==> src/rtl/fsr_pkg.sv <==
package fsr_pkg;

    typedef enum logic [1:0] {
        ACC_LOAD  = 2'd0,
        ACC_STORE = 2'd1,
        ACC_FETCH = 2'd2,
        ACC_NFLD  = 2'd3
    } acc_kind_e;

    typedef enum logic [1:0] {
        CTX_PRI  = 2'd0,
        CTX_SEC  = 2'd1,
        CTX_NUC  = 2'd2,
        CTX_NOXL = 2'd3
    } ctx_cls_e;

    localparam logic [2:0] MODE_PHYS    = 3'd0;
    localparam logic [2:0] MODE_USR_PRI = 3'd1;
    localparam logic [2:0] MODE_KRN_PRI = 3'd2;
    localparam logic [2:0] MODE_USR_SEC = 3'd3;
    localparam logic [2:0] MODE_KRN_SEC = 3'd4;

    localparam int HDR_W = 7;

    typedef struct packed {
        logic     priv;
        logic     nf;
        logic     wr;
        ctx_cls_e ctx;
        logic     ovw;
        logic     vld;
    } fsr_hdr_t;

    function automatic ctx_cls_e classify(input logic [2:0] mode,
                                          input acc_kind_e acc,
                                          input logic tl_nz);
        ctx_cls_e c;
        unique case (mode)
            MODE_PHYS:                  c = CTX_NOXL;
            MODE_USR_PRI, MODE_KRN_PRI: c = CTX_PRI;
            MODE_USR_SEC, MODE_KRN_SEC: c = CTX_SEC;
            default:                    c = CTX_NUC;
        endcase
        if (acc == ACC_FETCH && tl_nz) begin
            c = CTX_NUC;
        end
        return c;
    endfunction

endpackage

==> src/rtl/fsr_encode.sv <==
module fsr_encode
    import fsr_pkg::*;
#(
    parameter int FT_W = 6
) (
    input  logic [2:0]        mode,
    input  logic [1:0]        acc,
    input  logic              priv,
    input  logic              tl_nz,
    input  logic [FT_W-1:0]   ftype,
    input  logic              prev_vld,
    output logic [FT_W+HDR_W-1:0] word
);
    acc_kind_e acc_k;
    fsr_hdr_t  hdr;

    always_comb begin
        acc_k    = acc_kind_e'(acc);
        hdr.vld  = 1'b1;
        hdr.ovw  = prev_vld;
        hdr.ctx  = classify(mode, acc_k, tl_nz);
        hdr.wr   = (acc_k == ACC_STORE);
        hdr.nf   = (acc_k == ACC_NFLD);
        hdr.priv = priv;
        word     = {ftype, hdr};
    end

    // a fetch inside a trap always reports the nucleus class
    always_comb begin
        if (acc_k == ACC_FETCH && tl_nz) begin
            assert_fetch_nucleus_R3: assert (word[3:2] == CTX_NUC);
        end
        // write and non-faulting never appear together
        assert_wr_nf_exclusive_R4: assert ($onehot0(word[5:4]));
    end
endmodule

==> src/rtl/fsr_store.sv <==
module fsr_store #(
    parameter int WORD_W = 13,
    parameter int VA_W   = 32
) (
    input  logic              clk,
    input  logic              rst,
    input  logic              cap,
    input  logic [WORD_W-1:0] cap_word,
    input  logic [VA_W-1:0]   cap_va,
    input  logic              sw_wr,
    input  logic [WORD_W-1:0] sw_wdata,
    output logic [WORD_W-1:0] word_q,
    output logic [VA_W-1:0]   va_q
);
    always_ff @(posedge clk) begin
        if (rst) begin
            word_q <= '0;
            va_q   <= '0;
        end else if (cap) begin
            word_q <= cap_word;
            va_q   <= cap_va;
        end else if (sw_wr) begin
            word_q <= sw_wdata;
        end
    end

    assert_valid_after_fault_R1: assert property (@(posedge clk) disable iff (rst)
        cap |=> word_q[0]);
    assert_overwrite_flag_R7: assert property (@(posedge clk) disable iff (rst)
        (cap && word_q[0]) |=> word_q[1]);
    assert_addr_capture_R8: assert property (@(posedge clk) disable iff (rst)
        cap |=> (va_q == $past(cap_va)));
    assert_sw_write_R9: assert property (@(posedge clk) disable iff (rst)
        (sw_wr && !cap) |=> (word_q == $past(sw_wdata) && $stable(va_q)));
    assert_fault_wins_R10: assert property (@(posedge clk) disable iff (rst)
        (sw_wr && cap) |=> word_q[0]);
    assert_hold_idle_R11: assert property (@(posedge clk) disable iff (rst)
        (!sw_wr && !cap) |=> ($stable(word_q) && $stable(va_q)));
endmodule

==> src/rtl/fsr_capture.sv <==
module fsr_capture
    import fsr_pkg::*;
#(
    parameter int FT_W = 6,
    parameter int VA_W = 32
) (
    input  logic                  clk,
    input  logic                  rst,
    input  logic                  flt_stb,
    input  logic [2:0]            flt_mode,
    input  logic [1:0]            flt_acc,
    input  logic                  flt_priv,
    input  logic                  flt_tl_nz,
    input  logic [FT_W-1:0]       flt_type,
    input  logic [VA_W-1:0]       flt_va,
    input  logic                  sw_wr,
    input  logic [FT_W+6:0]       sw_wdata,
    output logic [FT_W+6:0]       fsr_word,
    output logic [VA_W-1:0]       far_addr
);
    localparam int WORD_W = FT_W + HDR_W;

    logic [WORD_W-1:0] new_word;

    fsr_encode #(.FT_W(FT_W)) u_enc (
        .mode     (flt_mode),
        .acc      (flt_acc),
        .priv     (flt_priv),
        .tl_nz    (flt_tl_nz),
        .ftype    (flt_type),
        .prev_vld (fsr_word[0]),
        .word     (new_word)
    );

    fsr_store #(.WORD_W(WORD_W), .VA_W(VA_W)) u_store (
        .clk      (clk),
        .rst      (rst),
        .cap      (flt_stb),
        .cap_word (new_word),
        .cap_va   (flt_va),
        .sw_wr    (sw_wr),
        .sw_wdata (sw_wdata),
        .word_q   (fsr_word),
        .va_q     (far_addr)
    );
endmodule

==> config.mk <==
export PLATFORM = sky130hd
export DESIGN_NAME = fsr_capture
export DESIGN_NICKNAME = d
export VERILOG_FILES = /design/src/rtl/fsr_pkg.sv /design/src/rtl/fsr_encode.sv /design/src/rtl/fsr_store.sv /design/src/rtl/fsr_capture.sv
export SDC_FILE = /design/constraint.sdc
export NUM_CORES = 1
export LEC_CHECK = 0
export ABC_AREA = 1
export CAP_MARGIN = 10
export CELL_PAD_IN_SITES_DETAIL_PLACEMENT = 1
export CELL_PAD_IN_SITES_GLOBAL_PLACEMENT = 1
export CORE_MARGIN = 2
export CORE_UTILIZATION = 25
export DETAILED_ROUTE_END_ITERATION = 10
export PLACE_DENSITY = 0.86
export SLEW_MARGIN = 20
export SYNTH_ARGS = -nofsm -noshare
export SYNTH_HDL_FRONTEND = slang
export SYNTH_SLANG_ARGS = --single-unit
==> constraint.sdc <==
create_clock -name clk -period 0.9 [get_ports clk]
set_input_delay 0.135 -clock clk [delete_from_list [all_inputs] [get_ports clk]]
set_output_delay 0.135 -clock clk [all_outputs]
set_load 0.05 [all_outputs]
* Word-level counts from Yosys, hierarchy flattened *
Cells that the tools add are included.

word-level totals
  flip-flop bits (word level) = 45
  input port bits = 62
  logic and storage cells = 18

operators by class
  mux-type cells = 4
  reductions and logical operators = 5
  eq/ne operators = 7

operators by type and width
  kind                count
  $mux 13             2
  $eq 3x2->1 const B  2
  $pmux 2 s3          1
  $eq 2x2->1 const B  2
  $reduce_or 2->1     2
  $eq 3x1->1 const B  1
  $eq 3x3->1 const B  1
  $logic_not 3->1     1
  $eq 2x1->1 const B  1
  $mux 2              1
  $reduce_bool 2->1   1
  $logic_and 1x1->1   1

* Logic depth before layout (Yosys ltp) *
Gate-level depths: netlist of the first run.

  depth after elaboration = 5
  gate-level depth with buffers = 6
  mapped depth without buffers = 6

* Modules after synthesis *
Synthesis of the first run repeated with hierarchy kept, for this count alone.

second synthesis, totals
  cells, all modules = 263
  area, all modules = 1878.1 µm²

by module, submodules not included
  module      cells each  times used  area each (µm²)  seq. area each (µm²)
  fsr_store   237         1           1740.4           900.9
  fsr_encode  26          1           137.6            0.0

* Least setup slack after synthesis of the first run *
OpenSTA, ideal clock, no wires.

  path kind = register to register
  from = register u_store.word_q[1] (netlist name)
  to = register u_store.word_q[1]
  setup slack = -60 ps
  stages on the path, launching flop included = 5
  period minus slack after synthesis = 960 ps
  arrival time = 904 ps
  library setup time = 56 ps
  cells stage by stage = dfxtp_1 -> nand2_1 -> o211ai_2 -> nand2_1 -> inv_1

RTL lines
  what                  line             RTL
  end signal, assigned  fsr_store.sv:20  word_q <= cap_word;
  end signal, assigned  fsr_store.sv:23  word_q <= sw_wdata;
  end, declared         fsr_store.sv:12  output logic [WORD_W-1:0] word_q,

* Worst setup path after layout of the first run *
  from = register u_store.word_q[10]
  to = output fsr_word[10]

RTL lines
  what           line               RTL
  end, declared  fsr_capture.sv:18  output logic [FT_W+6:0] fsr_word,

No word-level cell between the ends.

==> results of run 1 <==
## state kept, by name (all words and copies together), names as in the netlist
register and flops:
u_store.va_q 32, u_store.word_q 13
## layout by cell type, fill, tap and decap left out
master,instances
sky130_fd_sc_hd__nor2_1,65
sky130_fd_sc_hd__clkdlybuf4s50_1,55
sky130_fd_sc_hd__buf_12,50
sky130_fd_sc_hd__dfxtp_2,44
sky130_fd_sc_hd__o21ai_0,38
sky130_fd_sc_hd__nand2_1,38
sky130_fd_sc_hd__inv_1,11
sky130_fd_sc_hd__nand3_1,8
sky130_fd_sc_hd__buf_4,7
sky130_fd_sc_hd__clkbuf_8,5
sky130_fd_sc_hd__dlymetal6s2s_1,4
sky130_fd_sc_hd__o21ai_1,3
sky130_fd_sc_hd__a21oi_1,3
sky130_fd_sc_hd__inv_4,2
sky130_fd_sc_hd__nor2_8,2
sky130_fd_sc_hd__nand2_2,2
sky130_fd_sc_hd__clkbuf_16,2
sky130_fd_sc_hd__inv_8,1
sky130_fd_sc_hd__or2_0,1
sky130_fd_sc_hd__a21oi_2,1
sky130_fd_sc_hd__nor2_2,1
sky130_fd_sc_hd__or2_2,1
sky130_fd_sc_hd__o211ai_2,1
sky130_fd_sc_hd__nor3_1,1
sky130_fd_sc_hd__a211oi_2,1
sky130_fd_sc_hd__clkinv_2,1
sky130_fd_sc_hd__dlygate4sd2_1,1
sky130_fd_sc_hd__buf_2,1
sky130_fd_sc_hd__buf_6,1
sky130_fd_sc_hd__dfxtp_4,1
## layout make-up
cell class,count,area [um^2],area share (%)
repair buffers,121,1730,46.7
clock inverters,1,5.00,0.135
multi-input cells,166,757,20.4
inverters,14,65.1,1.76
clock buffers,5,68.8,1.86
well taps,96,120,3.24
flip-flops and latches,45,960,25.9
## metrics by stage
step | util, % | setup TNS [ns]
after global placement | 50.8 | -12.00
after global routing | 53.9 | -2.28
after floorplan | - | 0
after detailed placement | 50.8 | -13.71
after CTS | 52.9 | -1.27
final | 53.9 | -0.733
## cells by family after synthesis
kind of cell / Yosys count / synth area share (%)
AOI/OAI and AO/OA: 47 / 13.7
and+or+nand+nor: 119 / 28.0
DFF: 45 / 50.4
buffers and inverters: 27 / 7.91
## what timing repair did
| item | in CTS | in global routing |
|---|---|---|
| cloned | 0 | 2 |
| endpoints found under the hold margin | 0 | 0 |
| gates resized for setup | 38 | 9 |
| pin swaps | 1 | 2 |
| setup endpoints to repair | 61 | 55 |
| buffers inserted | 3 | 0 |
## metal layers
metal | vias up | routed length (um)
li1 | 980 | -
met1 | 966 | 2710
met2 | 72 | 3770
met3 | 11 | 412
met4 | 0 | 108
met5 | - | 0
## path summary, 6_finish.rpt
kind / start / to / slack (ns) / cells after the start
min: rst / u_store.word_q[0] / 0.12 / 2
min reg2reg: u_store.va_q[10] / u_store.va_q[10] / 0.53 / 2
max: u_store.word_q[10] / fsr_word[10] / -0.04 / 1
max reg2reg: u_store.word_q[4] / u_store.word_q[4] / 0.05 / 3
## power by group through the flow
stage	combinational, W	clock [W]	sequential [W]
after floorplan	0.000315	0	0.00272
after global placement	0.00173	0	0.00232
after detailed placement	0.00177	0	0.00234
after CTS	0.00180	0.00120	0.00231
after global routing	0.00192	0.00129	0.00232
final	0.00182	0.00116	0.00231
==> summary.md, run 1 <==
The netlist uses 20 different library cells. The cell with the largest stage delay on the worst path was sky130_fd_sc_hd__dfxtp_4. The tree is rooted in a sky130_fd_sc_hd__clkbuf_8.

The die covers 7840 um^2. For this run, asynchronously set or reset flops after synthesis account for 0%. The routed layout has 2029 vias. Cells with a size suffix above 1 make up 35.2% of the layout. The die is 88.6 um wide.

Total power density per cell area: 1430 nW/um^2. The least setup slack across all paths after layout was -0.0362 ns. The number of antenna violations at the first check in global routing is 0. Via count of the first global-routing pass: 2308. The number of buffers inserted by port buffering is 106. The remaining global-route overflow was 0.

STA puts the critical path data required time at 0.76 ns. At the worst endpoint, the arrival time is 0.80 ns. Routability-driven placement finished with a final weighted congestion of 0.760. The worst path in the final design needs a cycle of 0.936 ns, including I/O delays and setup. The biggest area contributor in the post-synthesis netlist is sky130_fd_sc_hd__dfxtp_1. Global routing used 5.13% of the available met3 tracks. The wire-length estimate of the detail-placed layout is 5310 um. Number of cells produced by synthesis: 238. The run finished, with violations left. After synthesis the cells add up to 1790 um^2.

For the setup slack after placement, the log shows -0.468 ns. Setup violations remaining at the end of the flow were counted as 45. After the last flow step, the layout net total stands at 415. The placed cell count was 437. Measured along the y axis, the die boundary spans 88.6 um.

For this run, global-route usage on met2 was measured as 35.7%. In the routed layout, each cell is associated on average with a via count of 4.53. Across the run, the number of max-cap violations was 0. The critical path goes through buf_12. Among all cell types in the netlist, the one instantiated most often is sky130_fd_sc_hd__nor2_1. Compared with the post-synthesis result, the final layout area differs by 107%. For this design, the CTS-stage hold fixing added 0 buffers.

By area the synthesized netlist is led by sky130_fd_sc_hd__dfxtp_1 50%, sky130_fd_sc_hd__nor2_1 14%, sky130_fd_sc_hd__o21ai_0 11%, sky130_fd_sc_hd__nand2_1 8.0%, sky130_fd_sc_hd__inv_1 2.5%. The tools report the maximum number of buffers from clock root to sink as 2. IR analysis of the VDD net gives a maximum drop of 756 uV. The number of enable flip-flop cells after synthesis was 0. Counting every sink on the clock net gives 45.

Summing all placed instances gives a cell area of 3490 um^2. The number of placement rows came out at 30. Count of filler cells inserted in the layout: 783. The number of max-slew violations in the final report is 0, and the number of nets with antenna violations after routing is 0. The post-route clock skew was 0.000523 ns.

The analysis attributes to cell leakage a power of 1.64 nW. The top-area cell type share of the netlist area is 50.4%, and the global routing met1 resource utilization is 19.2%. For the worst hold margin, the log shows 0.118 ns. The run gives 43.7% as the sequential fraction of design power. Broken down by cell family, the worst path's largest delay share belongs to flip-flops.

The number of buffer and inverter instances along the worst setup path is 1, and the switching power is 0.00167 W. The first detailed-routing pass ran for 4 iterations. Total power for the finished layout comes to 0.00528 W. For the worst relative slew slack, the log shows 80.2%.

The final reports fail on setup timing. Sort of element at the start of the critical path: a register. Entering global routing, the biggest net connects 37 pins. The clock-pin slew of the registers on the worst-case setup and hold paths is 0.08 ns. Sequential elements use 50.4% of the synthesized area.

In this run, the clock network consumes 21.9% of the power. The global routing stage identified its most utilized layer as met2. The internal portion of the total power is 0.00361 W.

The register bit total from synthesis came out at 45. The switching share of total power came out at 31.7%. The total inserted antenna cells is 0. The tools report the endpoint type of the worst setup path as a primary output.

Worst setup path category: reg -> out. Share of the clock period used by the worst path: 104%. Global routing consumed, over all layers together, 18.3% of the routing resources.

In this run, the number of DRC markers left after iteration 0 of detailed routing was 43. TritonCTS built the clock tree. For the count of pins on the block boundary, the log shows 107.

Excluding fillers, the count of instances in the completed layout stands at 448. In this run, the combinational gates consume 34.4% of the power. Wire length of the first global-routing pass: 11000 um.

The tools report the net count after synthesis as 300. The commonest cells after synthesis are 66 x sky130_fd_sc_hd__nor2_1, 45 x sky130_fd_sc_hd__dfxtp_1, 41 x sky130_fd_sc_hd__o21ai_0. The biggest fanout along the worst timing path is 2, and the delay of the slowest cell on the worst path is 0.37 ns.

The final count of hold timing violations was 0. CTS built an H-tree with a depth of 2. The type of the tightest min-delay check was in -> reg. The most common flop cell mapped by yosys was sky130_fd_sc_hd__dfxtp_1. The number of clock buffers inserted by TritonCTS was 5; the core box area was 6870 um^2. For this block, the routed nets add up to 7010 um of wire. The initial utilization of the core area, before any placement, comes to 26.0%. The source-to-sink clock delay at the later pin of the worst-skew pair is 0.29 ns. Setup repair after global routing could not meet its margin everywhere. For the pin with the worst max-slew slack, the measured transition is 0.294 ns. The count of yosys warnings during synthesis came out at 0. The finished cells cover 3700 um^2.

After detailed routing, the number of remaining DRC violations is 0. For this run, the top clock speed supported by timing is 1070 MHz. Dividing the detail-routed wire length by the instance count gives 15.6 um.

A synthesized cell averages 7.51 um^2.
Note: power is estimated with default switching activity, not from simulation.
==> inputs of run 2 (changes only) <==
--- a/config.mk
+++ b/config.mk
@@ -6,7 +6,7 @@
 export NUM_CORES = 1
 export LEC_CHECK = 0
 export ABC_AREA = 1
-export CAP_MARGIN = 10
+export CAP_MARGIN = 20
 export CELL_PAD_IN_SITES_DETAIL_PLACEMENT = 1
 export CELL_PAD_IN_SITES_GLOBAL_PLACEMENT = 1
 export CORE_MARGIN = 2
==> results of run 2 <==
The final DEF is identical to that of run 1; final timing and power are the same.
==> inputs of run 3 (changes only) <==
--- a/config.mk
+++ b/config.mk
@@ -12,7 +12,8 @@
 export CORE_MARGIN = 2
 export CORE_UTILIZATION = 25
 export DETAILED_ROUTE_END_ITERATION = 10
-export PLACE_DENSITY = 0.86
+export HOLD_SLACK_MARGIN = 0.15
+export PLACE_DENSITY = 0.79
 export SLEW_MARGIN = 20
 export SYNTH_ARGS = -nofsm -noshare
 export SYNTH_HDL_FRONTEND = slang
==> run 3 against run 2 <==
The flow still finishes with violations (setup timing). Clock power increased by 5%. Via count shrank 2.4%. Setup slack improved by 0.0025 ns. Core utilization shrank 0.53 points. Critical path type unchanged. Largest cell class unchanged.
==> summary.md, run 3 (synthesis gave the netlist of run 1 again) <==
Number of clock buffers inserted by TritonCTS: 5 (unchanged). The total inserted antenna cells is 0 (unchanged). The tools report the number of detailed-routing iterations run before antenna repair as 4 (unchanged).

The tools report the count of pins on the block boundary as 107 (unchanged). The tools report the root cell of the clock tree as sky130_fd_sc_hd__clkbuf_8. Global-route usage over all layers: 16.7% (-1.7 points).

The via density per instance is 4.41 (-2.6%). Setup repair after global routing could not meet its margin everywhere. The fraction of layout cells with a size suffix above 1 is 33.7% (-1.5 points). The number of placement rows was 30 (unchanged); the number of buffer and inverter instances along the worst setup path was 1 (unchanged).

The number of antenna violations at the first check in global routing is 0 (unchanged), and the die area is 7840 um^2 (unchanged). The run gives 0.80 ns (about the same) as the critical path data arrival time. Critical register-to-register path startpoint: u_store.word_q[0]. The count of filler cells inserted in the layout is 777 (-0.77%). The largest net degree at the start of global routing is 37 (unchanged).

Flip-flop count of the largest register, all copies and words added: 32 (unchanged). Endpoint type of the worst setup path: a primary output. The biggest fanout along the worst timing path was 2 (unchanged); the core box area was 6870 um^2 (unchanged).

In this run the most critical hold path is launched from flt_acc[0]. The least setup slack across all paths after layout is -0.0338 ns (+0.00247 ns), and the count of endpoints failing setup in the final report is 45 (unchanged). The maximum number of buffers from clock root to sink came out at 2 (unchanged). The net count of the finished layout is 414 (-0.24%), and the total negative slack is -1.07 ns (-0.335 ns). The setup path with the least slack is of type reg -> out. The delay of the slowest cell on the worst path is 0.36 ns (about the same).

The largest registers in the layout are u_store.va_q (32), u_store.word_q (13). Number of clock sinks seen by CTS: 45 (unchanged). The library cell used most frequently in the layout, excluding fill and tap cells, is sky130_fd_sc_hd__nor2_1. TritonCTS built the clock tree.

The sort of element at the start of the critical path is a register. Ranked by flip-flop count, first place goes to u_store.va_q. For the number of DRC markers in iteration 0, the log shows 49 (+14%). The run gives 0 (unchanged) as the remaining global-route overflow. The HPWL after detailed placement was 4810 um (-9.5%); the worst endpoint required time was 0.76 ns (about the same).

The DRC violation count after routing came out at 0 (unchanged). The total number of vias was 1981 (-2.4%). Leaving out fill and tap cells, the most frequent cells in the layout are 65 x sky130_fd_sc_hd__nor2_1, 56 x sky130_fd_sc_hd__clkdlybuf4s50_1, 48 x sky130_fd_sc_hd__buf_12, 43 x sky130_fd_sc_hd__dfxtp_2, 41 x sky130_fd_sc_hd__o21ai_0.

The routability congestion estimate was 0.775 (+2.0%); the starting utilization of the core area was 26.0% (unchanged). The source-to-sink clock delay at the later pin of the worst-skew pair came out at 0.29 ns (about the same). The min-delay analysis places its worst path in the category in -> reg.

The total power density per cell area is 1440 nW/um^2 (+1.3%), and the static power due to leakage is 1.61 nW (-1.6%). The wire length of the first global-routing pass came out at 10100 um (-7.9%). The via count of the first global-routing pass is 2123 (-8.0%). On the critical path, the stage with the largest delay is an instance of sky130_fd_sc_hd__dfxtp_2. The top cell family by delay on the critical path is flip-flops.

The final wirelength was 6550 um (-6.6%); the achievable clock frequency was 1070 MHz (+0.26%). Peak supply drop: 727 uV (-3.8%). The critical path starts at u_store.va_q[8]. The share of the clock period used by the worst path came out at 104% (-0.27 points).

Worst relative slew slack: 81.1% (+0.95 points). The x dimension of the die works out to 88.6 um (unchanged). The flow ran to the end, but the final reports show violations.

The number of buffers inserted by port buffering came out at 106 (unchanged). The final critical-path required period was 0.934 ns (-0.00247 ns). The checks that failed: setup timing. The routed wire length per instance was 14.6 um (-6.8%); the CTS H-tree depth was 2 (unchanged). The clock-pin slew of the registers on the worst-case setup and hold paths was 0.08 ns (about the same); the area growth from synthesis to layout was 105%. Traced cell by cell, the critical path runs through buf_12. The run gives 0 (unchanged) as the number of max-slew violations in the final report.

The vertical die dimension was 88.6 um (unchanged). Total power consumption of the routed design: 0.00530 W (+0.32%). The tools report the total of max-cap violations as 0 (unchanged). Number of nets with antenna violations after routing: 0 (unchanged). The tools report the final count of hold timing violations as 0 (unchanged). The transition time at the pin with the least slew margin was 0.283 ns (-0.0111 ns). The post-route clock skew was 0.000242 ns (-0.000281 ns).
run 3: cell types whose count changed in the layout (fill, tap and decap cells not counted), moves of 2 or more:
cell / delta
sky130_fd_sc_hd__o21ai_1: -3
sky130_fd_sc_hd__buf_12: -2
sky130_fd_sc_hd__o21ai_0: +3
sky130_fd_sc_hd__clkbuf_1: +3
run 3: where the power goes:
part / leakage, nW / switching, W / internal, W
clock: 0.0395 / 0.000667 / 0.000553
combinational: 1.18 / 0.000855 / 0.000919
sequential: 0.388 / 0.000145 / 0.00216
run 3: stage by stage:
stage               util (%)  worst slack, ns  instance area, um^2  hold WS, ns  cells
detailed placement      50.2           -0.469                 3450        0.552    435
floorplan                  -           0.0208                 1800        0.213    238
global route            53.4          -0.0669                 3670        0.189    449
CTS                     52.2          -0.0508                 3580        0.289    445
global placement        50.2           -0.416                 3450        0.528    435
finish                  53.4          -0.0338                 3670        0.167    449
run 3: layout make-up:
type,count,area [um^2],area share (%)
Multi-Input combinational cell,166,748,20.4
Inverter,14,65.1,1.77
Sequential cell,45,962,26.2
Tap cell,96,120,3.27
Clock buffer,8,80.1,2.18
Timing Repair Buffer,120,1690,46.1
run 3: path summary, 6_finish.rpt:
| check | end | cells after the start | slack [ns] |
|---|---|---|---|
| worst min-delay path | u_store.word_q[5] | 3 | 0.17 |
| worst max register to register | u_store.word_q[1] | 5 | 0.08 |
| worst min register to register | u_store.va_q[23] | 2 | 0.53 |
| worst max-delay path | far_addr[8] | 1 | -0.03 |
run 3: layer usage:
metal	track usage (%)	up-vias	wire [um]
met5	0	-	0
met4	3.72	0	48
met3	5.04	6	439
met2	31.2	69	3420
met1	18.5	928	2640
li1	-	978	-
run 3: timing repair:
item	4_1_cts	5_1_grt
cloned	0	2
hold endpoints to repair	0	1
hold buffers	0	1
setup buffers	2	1
pin swaps	0	2
endpoints found under the setup margin	59	57
resized for setup	34	7
